### config.mk
export PLATFORM = sky130hd
export DESIGN_NAME = synthCfgLoader
export DESIGN_NICKNAME = d
export VERILOG_FILES = /design/src/rtl/cfgLoadPkg.sv /design/src/rtl/cfgLoadCtrl.sv /design/src/rtl/cfgLoadDatapath.sv /design/src/rtl/synthCfgLoader.sv
export SDC_FILE = /design/constraint.sdc
export NUM_CORES = 1
export LEC_CHECK = 0
export BUFFER_PORTS_ARGS = -buffer_cell sky130_fd_sc_hd__buf_2
export CAP_MARGIN = 20
export CORE_UTILIZATION = 43
export CTS_BUF_LIST = sky130_fd_sc_hd__clkbuf_8
export DETAILED_ROUTE_END_ITERATION = 8
export PLACE_DENSITY = 0.67
export SLEW_MARGIN = 20
export SYNTH_ARGS = -nofsm -noshare
export SYNTH_HDL_FRONTEND = slang
export SYNTH_SLANG_ARGS = --single-unit
### constraint.sdc
create_clock -name clk -period 1.65 [get_ports clk]
set_clock_uncertainty 0.05 [all_clocks]
set_input_delay 0.33 -clock clk [delete_from_list [all_inputs] [get_ports clk]]
set_output_delay 0.33 -clock clk [all_outputs]
set_load 0.01 [all_outputs]
### src/rtl/cfgLoadPkg.sv
package cfgLoadPkg;
  localparam int M_W = 9;
  localparam int N_W = 2;
  localparam int T_W = 2;
  localparam int NULL_W = 1;
  localparam int FRAME_W = T_W + NULL_W + N_W + M_W;
  localparam int N_LSB = M_W;
  localparam int T_LSB = M_W + N_W + NULL_W;

  typedef struct packed {
    logic loadPar;
    logic shiftEn;
    logic loadSer;
  } strobe_t;
endpackage

### src/rtl/cfgLoadCtrl.sv
module cfgLoadCtrl
  import cfgLoadPkg::*;
(
  input  logic    clk,
  input  logic    rstN,
  input  logic    parLoadN,
  input  logic    serClk,
  input  logic    serLoad,
  output strobe_t strobe
);
  logic serClkQ;
  logic serLoadQ;
  logic serClkRise;
  logic serLoadRise;

  always_ff @(posedge clk or negedge rstN) begin
    if (!rstN) begin
      serClkQ  <= 1'b0;
      serLoadQ <= 1'b0;
    end else begin
      serClkQ  <= serClk;
      serLoadQ <= serLoad;
    end
  end

  assign serClkRise  = serClk & ~serClkQ;
  assign serLoadRise = serLoad & ~serLoadQ;

  always_comb begin
    strobe.loadPar = ~parLoadN;
    strobe.shiftEn = parLoadN & serClkRise;
    strobe.loadSer = parLoadN & (serLoadRise | (serLoad & serClkRise));
  end

  // parallel and serial actions never overlap
  p_mode_excl_r4: assert property (@(posedge clk) disable iff (!rstN)
    strobe.loadPar |-> !(strobe.shiftEn || strobe.loadSer));

  // a held serial strobe with a serial clock rise always commits
  p_held_commit_r6: assert property (@(posedge clk) disable iff (!rstN)
    (parLoadN && serLoad && serClk && !serClkQ) |-> strobe.loadSer);
endmodule

### src/rtl/cfgLoadDatapath.sv
module cfgLoadDatapath
  import cfgLoadPkg::*;
#(
  parameter int M_RESET  = 25,
  parameter int LOCK_MIN = 25,
  parameter int LOCK_MAX = 31
) (
  input  logic           clk,
  input  logic           rstN,
  input  strobe_t        strobe,
  input  logic [M_W-1:0] parM,
  input  logic [N_W-1:0] parN,
  input  logic           serData,
  output logic [M_W-1:0] mDiv,
  output logic [N_W-1:0] nDiv,
  output logic [T_W-1:0] tSel,
  output logic           lockRisk
);
  localparam logic [M_W-1:0] M_RST_V = M_W'(M_RESET);
  localparam logic [M_W-1:0] LOCK_LO = M_W'(LOCK_MIN);
  localparam logic [M_W-1:0] LOCK_HI = M_W'(LOCK_MAX);

  logic [FRAME_W-1:0] shiftReg;
  logic [FRAME_W-1:0] shiftNext;
  logic [M_W-1:0]     mReg;
  logic [N_W-1:0]     nReg;
  logic [T_W-1:0]     tReg;

  assign shiftNext = strobe.shiftEn ? {shiftReg[FRAME_W-2:0], serData} : shiftReg;

  always_ff @(posedge clk or negedge rstN) begin
    if (!rstN) begin
      shiftReg <= '0;
      mReg     <= M_RST_V;
      nReg     <= '0;
      tReg     <= '0;
    end else begin
      shiftReg <= shiftNext;
      if (strobe.loadPar) begin
        mReg <= parM;
        nReg <= parN;
      end else if (strobe.loadSer) begin
        mReg <= shiftNext[M_W-1:0];
        nReg <= shiftNext[N_LSB +: N_W];
        tReg <= shiftNext[T_LSB +: T_W];
      end
    end
  end

  assign mDiv     = mReg;
  assign nDiv     = nReg;
  assign tSel     = tReg;
  assign lockRisk = (mReg < LOCK_LO) || (mReg > LOCK_HI);

  // parallel transparency
  p_par_track_r2: assert property (@(posedge clk) disable iff (!rstN)
    strobe.loadPar |=> (mReg == $past(parM)) && (nReg == $past(parN)));

  // no load strobe means settings hold
  p_hold_r3: assert property (@(posedge clk) disable iff (!rstN)
    (!strobe.loadPar && !strobe.loadSer) |=> $stable(mReg) && $stable(nReg) && $stable(tReg));

  // a shift takes the serial bit into bit 0
  p_shift_in_r4: assert property (@(posedge clk) disable iff (!rstN)
    strobe.shiftEn |=> shiftReg[0] == $past(serData));

  // no shift strobe keeps the shift register
  p_shift_hold_r4: assert property (@(posedge clk) disable iff (!rstN)
    !strobe.shiftEn |=> $stable(shiftReg));
endmodule

### src/rtl/synthCfgLoader.sv
module synthCfgLoader
  import cfgLoadPkg::*;
#(
  parameter int M_RESET  = 25,
  parameter int LOCK_MIN = 25,
  parameter int LOCK_MAX = 31
) (
  input  logic           clk,
  input  logic           rstN,
  input  logic           parLoadN,
  input  logic [M_W-1:0] parM,
  input  logic [N_W-1:0] parN,
  input  logic           serClk,
  input  logic           serData,
  input  logic           serLoad,
  input  logic           fbDivIn,
  input  logic           synthClkIn,
  output logic [M_W-1:0] mDiv,
  output logic [N_W-1:0] nDiv,
  output logic           testOut,
  output logic           lockRisk
);
  strobe_t        strobe;
  logic [T_W-1:0] tSel;

  cfgLoadCtrl u_ctrl (
    .clk      (clk),
    .rstN     (rstN),
    .parLoadN (parLoadN),
    .serClk   (serClk),
    .serLoad  (serLoad),
    .strobe   (strobe)
  );

  cfgLoadDatapath #(
    .M_RESET  (M_RESET),
    .LOCK_MIN (LOCK_MIN),
    .LOCK_MAX (LOCK_MAX)
  ) u_dp (
    .clk      (clk),
    .rstN     (rstN),
    .strobe   (strobe),
    .parM     (parM),
    .parN     (parN),
    .serData  (serData),
    .mDiv     (mDiv),
    .nDiv     (nDiv),
    .tSel     (tSel),
    .lockRisk (lockRisk)
  );

  always_comb begin
    if (!parLoadN) begin
      testOut = 1'b0;
    end else begin
      unique case (tSel)
        2'b00:   testOut = 1'b0;
        2'b01:   testOut = serData;
        2'b10:   testOut = fbDivIn;
        default: testOut = synthClkIn;
      endcase
    end
  end

  // parallel mode forces the test output low
  p_test_low_r10: assert property (@(posedge clk) disable iff (!rstN)
    !parLoadN |-> !testOut);

  // out-of-range flag agrees with the held value
  p_lock_flag_r11: assert property (@(posedge clk) disable iff (!rstN)
    lockRisk == ((mDiv < 9'd25) || (mDiv > 9'd31)));
endmodule

## Yosys cells after proc, flatten, opt, wreduce, memory -nomap -nowiden

Index checks and enable logic that the tools add are counted.

- Mux-type cells: 7
- $lt $le $gt $ge: 2
- Eq/ne operators: 3
- Bitwise operators: 8
- Reductions and logical operators: 3

Operators by type and width:

| kind | count |
|---|---|
| 2-to-1 mux 9 bit | 2 |
| 2-to-1 mux 14 bit | 1 |
| > comparator 9 x 5 -> 1 bit (second input constant) | 1 |
| < comparator 9 x 5 -> 1 bit (second input constant) | 1 |
| AND 1 bit | 5 |
| 2-to-1 mux 2 bit | 2 |
| case mux 1 bit (3 select lines) | 1 |
| equality test 2 x 1 -> 1 bit (second input constant) | 1 |
| equality test 2 bit (second input constant) | 1 |
| logical NOT 2 bit | 1 |
| != test 2 x 1 -> 1 bit (second input constant) | 1 |
| NOT 1 bit | 2 |
| AND reduction 2 bit | 1 |
| logical OR 1 bit | 1 |
| 2-to-1 mux 1 bit | 1 |
| OR 1 bit | 1 |

- Bits of input ports: 19
- Bits in registers: 29

## Depth between registers and ports, before layout

Gate-level depths: netlist of the first run.

- Word-level depth: 7
- Depth in mapped cells: 5
- Gate-level depth less buffers: 4

## Modules after synthesis

From an unflattened synthesis of the first run, not the netlist that was laid out.

- Cell total of the unflattened synthesis: 85
- Area total of the unflattened synthesis: 1232.4 sq um

Modules (own cells, without submodules):

| module | cells each | sequential area each (sq um) | area an instance (sq um) | times used |
|---|---|---|---|---|
| cfgLoadDatapath | 74 | 679.4 | 1117.3 | 1 |
| cfgLoadCtrl | 7 | 50.0 | 83.8 | 1 |
| synthCfgLoader | 4 | 0.0 | 31.3 | 1 |

## Worst setup path before layout of the first run

No wires, ideal clock.

- Path kind: register to register
- Start point: register u_ctrl.serClkQ
- End point: register u_dp.mReg[6], in the netlist u_dp.mDiv[6]
- Required time: 1474 ps
- Period minus slack after synthesis: 1532 ps
- Setup time: 126 ps
- Cell stages (with the launch flop): 6
- Data arrival time: 1356 ps
- Slack: 118 ps
- Cells stage by stage: dfrtp_1 -> nand3b_4 -> buf_6 -> mux2_4 -> nor2b_1 -> a221o_1

- Word-level cells in the longest chain between the ends: 6
- Elaborated cells on any way between the ends: 10

RTL lines:

| element | RTL line | text |
|---|---|---|
| start, declared | cfgLoadCtrl.sv:11 | `logic serClkQ;` |
| start signal, assigned | cfgLoadCtrl.sv:21 | `serClkQ <= serClk;` |
| NOT 1 bit | cfgLoadCtrl.sv:26 | `assign serClkRise = serClk & ~serClkQ;` |
| AND 1 bit | cfgLoadCtrl.sv:26 |  |
| AND 1 bit | cfgLoadCtrl.sv:31 | `strobe.shiftEn = parLoadN & serClkRise;` |
| 2-to-1 mux 14 bit | cfgLoadDatapath.sv:29 | `assign shiftNext = strobe.shiftEn ? {shiftReg[FRAME_W-2:0], serData} : shiftReg;` |
| named net u_dp.shiftNext[6] | cfgLoadDatapath.sv:24 | `logic [FRAME_W-1:0] shiftNext;` |
| 2-to-1 mux 9 bit | cfgLoadDatapath.sv:42 | `end else if (strobe.loadSer) begin` |
| 2-to-1 mux 9 bit | cfgLoadDatapath.sv:39 | `if (strobe.loadPar) begin` |
| end signal, assigned | cfgLoadDatapath.sv:40 | `mReg <= parM;` |
| end signal, assigned | cfgLoadDatapath.sv:43 | `mReg <= shiftNext[M_W-1:0];` |
| end, declared | cfgLoadDatapath.sv:25 | `logic [M_W-1:0] mReg;` |

The timed path passes the listed nets, and every way through them passes these cells. The select of a mux whose other input is x is not followed.
A chain may end at the register's enable or synchronous reset.

## Final worst setup path of the first run

- Start point: register u_dp.tReg[0], in the netlist u_dp.tSel[0]
- End point: output testOut

- Word-level cells in the longest chain between the ends: 3
- Elaborated cells on any way between the ends: 5

RTL lines:

| element | RTL line | text |
|---|---|---|
| start, declared | cfgLoadDatapath.sv:27 | `logic [T_W-1:0] tReg;` |
| start signal, assigned | cfgLoadDatapath.sv:45 | `tReg <= shiftNext[T_LSB +: T_W];` |
| equality test 2 bit, or another cell as far along | synthCfgLoader.sv:56 | `unique case (tSel)` |
| case mux 1 bit (3 select lines) * | synthCfgLoader.sv:56 |  |
| 2-to-1 mux 1 bit * | synthCfgLoader.sv:53 | `if (!parLoadN) begin` |
| end, declared | synthCfgLoader.sv:20 | `output logic testOut,` |

Every way passes the cells marked *; elsewhere a longest branch is shown, timed or not.

==> impl_metrics.json, run 1 <==
{
  "synth.lib_cells_used.distinct": 20,
  "vdd.ir_drop.worst_mv": 1.51,
  "grt_most_used_layer": "met2",
  "synthArstFlopShare_pct": 100,
  "die_width_um": 55.6,
  "vias_per_cell": 5.35,
  "met2_usage_pct": 25.8,
  "n_antenna_cell": 0,
  "core-area_mm2": 0.00273,
  "drt_pass1_iterations": 4,
  "globalRouteMet3Util_pct": 8.60,
  "synth.top_cells.by_count": "sky130_fd_sc_hd__dfrtp_1 (26), sky130_fd_sc_hd__nor2b_1 (12), sky130_fd_sc_hd__a221o_1 (11)",
  "critical_path.max_fanout": 2,
  "yosys_register_bits": 29,
  "remaining_drc_errors": 0,
  "worst_path_arrival_ps": 1260,
  "yosysTopAreaCellShare_pct": 52.6,
  "die_y_um": 55.6,
  "die-area_mm2": 0.00309,
  "ios": 32,
  "layout_min_cycle_time_ps": 1640,
  "power.density_mw_per_mm2": 1370,
  "dp.cells": 147,
  "synth_seq_area_share_pct": 59.0,
  "track_usage_pct": 18.1,
  "synth_warnings": 0,
  "initial_utilization_pct": 45.2,
  "worstHoldPathType": "in -> async",
  "max_freq_ghz": 0.608,
  "clock_latency_ps": 280,
  "synth-edff-count": 0,
  "drt_iter0_markers": 11,
  "overall_via_count_from_detail_route": 850,
  "cp_data_required_time_ps": 1270,
  "leading_cell_type_by_number_of_instances_after_synthesis": "sky130_fd_sc_hd__dfrtp_1",
  "fillCellCount": 238,
  "overflow_left_after_global_routing": 0,
  "first_global_vias": 862,
  "setup_repair_after_global_routing_missed_its_margin": "true",
  "pin_count_of_the_biggest_net_entering_global_routing": 30,
  "clk_pin_slew_ps": 60,
  "synth.cell_area_mm2": 0.00124,
  "finish.utilization_pct": 59.5,
  "footprint_of_the_multi_input_gates_um2": 515,
  "post_synth_inst_count": 86,
  "timing_worst_slew_pin_value_ps": 625,
  "hold_viol_final": 0,
  "post-route-period-util_pct": 99.7,
  "drtAntennaViolNets": 0,
  "power.total_mw": 2.22,
  "top_cell_type_by_total_area_after_synthesis": "sky130_fd_sc_hd__dfrtp_1",
  "worst_slew_margin_rel_pct": 58.3,
  "numCtsBuffers": 5,
  "rrSetupSlack_ps": 90,
  "mappedNetlistNets": 105,
  "post_route_hold_slack_ps": 10.3,
  "htree_num_levels": 2,
  "globalplace.congestion": 0.796,
  "drive_gt1_share_pct": 50.8,
  "root_buffer_selected_by_cts": "sky130_fd_sc_hd__clkbuf_8",
  "setup-violations-final": 0,
  "synth_top_flop_cell": "sky130_fd_sc_hd__dfrtp_1",
  "areaGrowthSynthToFinish_pct": 31.5,
  "leakagePower_nw": 0.823,
  "finalNetCount": 146,
  "critical_setup_path_kind": "reg -> out",
  "met1_usage_pct": 21.2,
  "endpoint_kind": "output pin",
  "fp-row-count": 19,
  "synth.area.top_cells": "sky130_fd_sc_hd__dfrtp_1 (53%), sky130_fd_sc_hd__a221o_1 (8.9%), sky130_fd_sc_hd__mux2_4 (8.5%), sky130_fd_sc_hd__dfstp_2 (6.4%), sky130_fd_sc_hd__nor2b_1 (6.1%)",
  "timing_max_transition_violations_final": 0,
  "drt-wirelength-per-cell_um": 15.3,
  "outcome": "finished clean",
  "clk_path_buf_depth": 2,
  "total_of_max_cap_violations": 0,
  "cts_tree": "done",
  "wl_mm": 2.43,
  "syn-mean-instance-area_um2": 14.4,
  "area.sequential_um2": 729,
  "post_cts_hold_buffer_count": 0,
  "grt_antenna_before_repair": 0,
  "grt_first_pass_wirelength_mm": 4.01,
  "port_buffers": 31,
  "startpoint_class": "flop",
  "layoutNonFillerInstCount": 159,
  "clock-sinks": 29
}
-- area by class of cell --
| cell class | instances | share of cell area [%] |
|---|---|---|
| clock buffer | 5 | 4.23 |
| timing repair buffer | 37 | 12.3 |
| inverter | 2 | 0.462 |
| clock inverter | 3 | 4.00 |
| tap | 31 | 2.39 |
| sequential | 29 | 44.9 |
| multi-input combinational | 52 | 31.7 |
-- state kept, by name, summed over array words and instances, names as in the netlist --
register	cells
u_dp.shiftReg	14
u_dp.mDiv	9
u_dp.nDiv	2
u_dp.tSel	2
u_ctrl.serClkQ	1
u_ctrl.serLoadQ	1
-- kinds of logic after synthesis --
group	Yosys count	synth area share [%]
flops	29	59.0
simple gates	20	10.4
mux	17	17.6
compound gates	14	10.4
buf+inv	6	2.53
-- power by group --
group	total, mW	internal (mW)	switching [mW]
clock network	0.869	0.599	0.270
registers	0.948	0.863	0.0853
logic	0.406	0.250	0.156
total	2.22	1.71	0.511
-- critical path, stage by stage (launching register included) --
cell and delay [ps]:
sky130_fd_sc_hd__dfrtp_1 390, sky130_fd_sc_hd__mux2_4 310, sky130_fd_sc_hd__a21oi_2 110, sky130_fd_sc_hd__nor2_1 40
sky130_fd_sc_hd__buf_2 130
-- per-layer routing --
metal  wire length, µm  share of wire (%)  up-vias
met5                 0                  0        -
met4                66                2.7        0
met3               160                6.6        6
met2              1150                 47       28
met1              1050                 43      420
li1                  -                  -      396
-- repair_timing --
action	4_1_cts	5_1_grt
gates cloned	0	1
resized for setup	3	2
setup buffers	3	0
pin swaps	1	2
setup endpoints to repair	2	11
-- layout by cell type (no fill, tap or decap) --
| cell | netlist | routed |
|---|---|---|
| sky130_fd_sc_hd__mux2_4 | 7 | 8 |
| sky130_fd_sc_hd__nand2_1 | 2 | 2 |
| sky130_fd_sc_hd__nor2_1 | 2 | 2 |
| sky130_fd_sc_hd__inv_1 | 2 | 2 |
| sky130_fd_sc_hd__clkinv_2 | 0 | 1 |
| sky130_fd_sc_hd__mux2_2 | 5 | 4 |
| sky130_fd_sc_hd__o211ai_1 | 1 | 1 |
| sky130_fd_sc_hd__mux2_1 | 5 | 5 |
| sky130_fd_sc_hd__nor4_2 | 0 | 1 |
| sky130_fd_sc_hd__nand4_1 | 1 | 1 |
| sky130_fd_sc_hd__a21oi_2 | 0 | 1 |
| sky130_fd_sc_hd__clkbuf_8 | 0 | 5 |
| sky130_fd_sc_hd__nor2b_1 | 12 | 12 |
| sky130_fd_sc_hd__dfstp_2 | 3 | 3 |
| sky130_fd_sc_hd__o22ai_2 | 0 | 1 |
| sky130_fd_sc_hd__buf_2 | 1 | 31 |
| sky130_fd_sc_hd__buf_4 | 0 | 6 |
| sky130_fd_sc_hd__or3_1 | 1 | 1 |
| sky130_fd_sc_hd__a221o_1 | 11 | 11 |
| sky130_fd_sc_hd__bufinv_16 | 0 | 2 |
| sky130_fd_sc_hd__dfrtp_1 | 26 | 26 |
| sky130_fd_sc_hd__nand3b_4 | 1 | 2 |
-- final timing paths --
check | endpoint | cells past startpoint | from
max | testOut | 4 | u_dp.tSel[0]
min | u_dp.mDiv[8] | 1 | rstN
max reg2reg | u_dp.nDiv[1] | 4 | u_ctrl.serClkQ
min reg2reg | u_dp.shiftReg[13] | 1 | u_dp.shiftReg[13]
max in group asynchronous | u_dp.shiftReg[10] | 1 | rstN
min in group clk | u_ctrl.serLoadQ | 1 | serLoad
-- through the flow --
stage | setup TNS (ps) | area (µm²) | setup slack [ps]
after floorplan | 0 | 1240 | 118
after global placement | -13.9 | 1430 | -13.9
after detailed placement | -146 | 1430 | -26.2
after CTS | -3.62 | 1600 | -3.62
after global routing | -73.4 | 1630 | -49.9
final | 0 | 1630 | 5.46
Note: power is estimated with default switching activity, not from simulation.
==> inputs of run 2 (changes only) <==
- ABC_AREA: unset -> 1
- PLACE_DENSITY: 0.67 -> 0.66
==> run 2 against run 1 <==
Synthesized cell count grew 85%. Routed wire length grew 23%. Non-clock buffer count grew 2. Area after synthesis grew 9.9%. Setup slack gained 45 ps. Critical path depth is the same. Sequential share of layout area shrank 1.1 points. Global-route usage grew 1.7 points. Die area grew 9.6%. Final cell count grew 52%. Combinational power shrank 19%. Critical path type unchanged. Largest cell class unchanged.
==> impl_metrics.json, run 2 <==
{
  "globalplace.congestion": 0.740,
  "clock_latency_ps": 270,
  "layout_commonest_cell": "sky130_fd_sc_hd__nand2_1",
  "port_buffers": 31,
  "remaining_drc_errors": 0,
  "area.sequential_um2": 729,
  "critical_path.max_fanout": 3,
  "post-route-period-util_pct": 97.0,
  "detailedPlacementHpwl_mm": 2.14,
  "setup_repair_after_global_routing_missed_its_margin": "true",
  "grt_antenna_before_repair": 0,
  "leakagePower_nw": 0.885,
  "drtAntennaViolNets": 0,
  "cts_tree": "done",
  "timing_max_transition_violations_final": 0,
  "synth-edff-count": 0,
  "first_global_vias": 1163,
  "htree_num_levels": 2,
  "initial_utilization_pct": 44.9,
  "power.total_mw": 1.78,
  "largest_register_ffs": 14,
  "die_y_um": 58.2,
  "overflow_left_after_global_routing": 0,
  "synth_seq_area_share_pct": 53.7,
  "clk_pin_slew_ps": 60,
  "setup-violations-final": 0,
  "layoutNonFillerInstCount": 241,
  "outcome": "finished clean",
  "top_cell_type_by_total_area_after_synthesis": "sky130_fd_sc_hd__dfrtp_1",
  "hold_viol_final": 0,
  "synth_top_flop_cell": "sky130_fd_sc_hd__dfrtp_1",
  "syn-mean-instance-area_um2": 8.55,
  "finalNetCount": 216,
  "synth.area.top_cells": "sky130_fd_sc_hd__dfrtp_1 (48%), sky130_fd_sc_hd__nand2_1 (17%), sky130_fd_sc_hd__nand4_1 (7.4%), sky130_fd_sc_hd__dfstp_2 (5.8%), sky130_fd_sc_hd__inv_1 (4.7%)",
  "critical_setup_path_kind": "reg -> out",
  "layout_min_cycle_time_ps": 1600,
  "root_buffer_selected_by_cts": "sky130_fd_sc_hd__clkbuf_8",
  "max_freq_ghz": 0.625,
  "worst_slew_margin_rel_pct": 57.8,
  "footprint_of_the_multi_input_gates_um2": 517,
  "clk_path_buf_depth": 2,
  "ios": 32,
  "drt-wirelength-per-cell_um": 12.5,
  "largest-register": "u_dp.shiftReg",
  "power.density_mw_per_mm2": 1070,
  "numCtsBuffers": 5,
  "drt_iter0_markers": 52,
  "areaGrowthSynthToFinish_pct": 22.7,
  "dp.cells": 232,
  "mappedNetlistNets": 178,
  "post_synth_inst_count": 159,
  "die-area_mm2": 0.00339,
  "synth.lib_cells_used.distinct": 18,
  "synth_warnings": 0,
  "total_of_max_cap_violations": 0,
  "overall_via_count_from_detail_route": 1169,
  "vdd.ir_drop.worst_mv": 0.506,
  "wl_mm": 3.00,
  "setup_ws_ps": 50.1,
  "timing_worst_slew_pin_value_ps": 632,
  "leading_cell_type_by_number_of_instances_after_synthesis": "sky130_fd_sc_hd__nand2_1",
  "mostFrequentLayoutCells": "sky130_fd_sc_hd__nand2_1 (62), sky130_fd_sc_hd__buf_2 (31), sky130_fd_sc_hd__dfrtp_1 (26), sky130_fd_sc_hd__inv_1 (18), sky130_fd_sc_hd__nand4_1 (16)",
  "yosysTopAreaCellShare_pct": 47.9,
  "synthArstFlopShare_pct": 100,
  "endpoint_kind": "output pin",
  "pre_cts_slack_ps": 284,
  "vias_per_cell": 4.85,
  "startpoint_class": "flop",
  "clock-sinks": 29,
  "cp_data_required_time_ps": 1270,
  "pin_count_of_the_biggest_net_entering_global_routing": 30,
  "post_route_hold_slack_ps": 26.3,
  "worst_path_arrival_ps": 1220,
  "n_antenna_cell": 0,
  "fillCellCount": 292,
  "fp-row-count": 20,
  "drive_gt1_share_pct": 29.9,
  "yosys_register_bits": 29,
  "worstHoldPathType": "in -> async",
  "core-area_mm2": 0.00303,
  "synth.top_cells.by_count": "sky130_fd_sc_hd__nand2_1 (63), sky130_fd_sc_hd__dfrtp_1 (26), sky130_fd_sc_hd__inv_1 (17)",
  "finish.utilization_pct": 55.0,
  "synth.cell_area_mm2": 0.00136,
  "drt_pass1_iterations": 4,
  "grt_first_pass_wirelength_mm": 4.88,
  "die_width_um": 58.2,
  "track_usage_pct": 19.8
}
## run 2: cell count changes in the layout (fill, tap and decap cells not counted), sizes merged, moves of 11 or more
cell	previous run	this run
nor2b	12	0
nand4	1	16
nand2	2	63
inv	2	18
a221o	11	0
mux2	17	0
## run 2: per-layer routing
metal / part of all wire (%) / up-vias / global-route usage [%]
li1: - / 587 / -
met3: 5.3 / 2 / 7.81
met4: 0.27 / 0 / 8.50
met1: 43 / 551 / 22.4
met5: 0 / - / 0
met2: 51 / 29 / 33.0
## run 2: power by group
| part | total, mW | leakage (nW) | internal, mW | switching [mW] |
|---|---|---|---|---|
| Sequential | 0.891 | 0.365 | 0.824 | 0.0673 |
| Combinational | 0.328 | 0.472 | 0.132 | 0.197 |
| Clock | 0.562 | 0.0485 | 0.323 | 0.238 |
| Total | 1.78 | 0.885 | 1.28 | 0.502 |
## run 2: stage by stage
step                      setup TNS, ps  instance area [µm²]
final                                 0                 1670
after global routing              -14.2                 1670
after CTS                             0                 1650
after detailed placement              0                 1560
after global placement                0                 1560
after floorplan                       0                 1360
## run 2: cells by family (layout without fill, tap and decap cells)
family / Yosys count / count (layout) / synth area share [%]
AND/OR/NAND/NOR: 92 / 92 / 30.1
flip-flops: 29 / 29 / 53.7
buffers and inverters: 25 / 63 / 9.02
AO/OA/AOI/OAI: 13 / 13 / 7.18
## run 2: cell type report
class | instances | area share [%]
clock buffer | 6 | 4.95
clock inverter | 1 | 0.225
inverter | 17 | 3.83
multi-input combinational | 105 | 31.0
sequential | 29 | 43.8
tap | 44 | 3.30
timing repair buffer | 39 | 12.9
## run 2: worst paths after layout
| check | startpoint | cells past startpoint | slack, ps | endpoint |
|---|---|---|---|---|
| worst min register to register | u_dp.shiftReg[13] | 2 | 430 | u_dp.shiftReg[13] |
| worst min-delay path | rstN | 1 | 30 | u_dp.shiftReg[0] |
| min in group clk | serLoad | 1 | 150 | u_ctrl.serLoadQ |
| max in group asynchronous | rstN | 1 | 1110 | u_dp.shiftReg[11] |
| worst max-delay path | u_dp.mDiv[4] | 4 | 50 | lockRisk |
| worst max register to register | u_ctrl.serClkQ | 5 | 290 | u_dp.mDiv[1] |
## run 2: critical path, stage by stage, from the launching register on
cell                       delay, ps
sky130_fd_sc_hd__dfstp_2         550
sky130_fd_sc_hd__nand2_2          60
sky130_fd_sc_hd__nor3_2          110
sky130_fd_sc_hd__o211ai_1         90
sky130_fd_sc_hd__buf_2           140
## run 2: timing repair
item	CTS	global route
buffers inserted	1	1
resized for setup	1	2
pin swaps	0	1
hold endpoints to repair	0	0
setup endpoints to repair	1	1
hold buffers	0	0
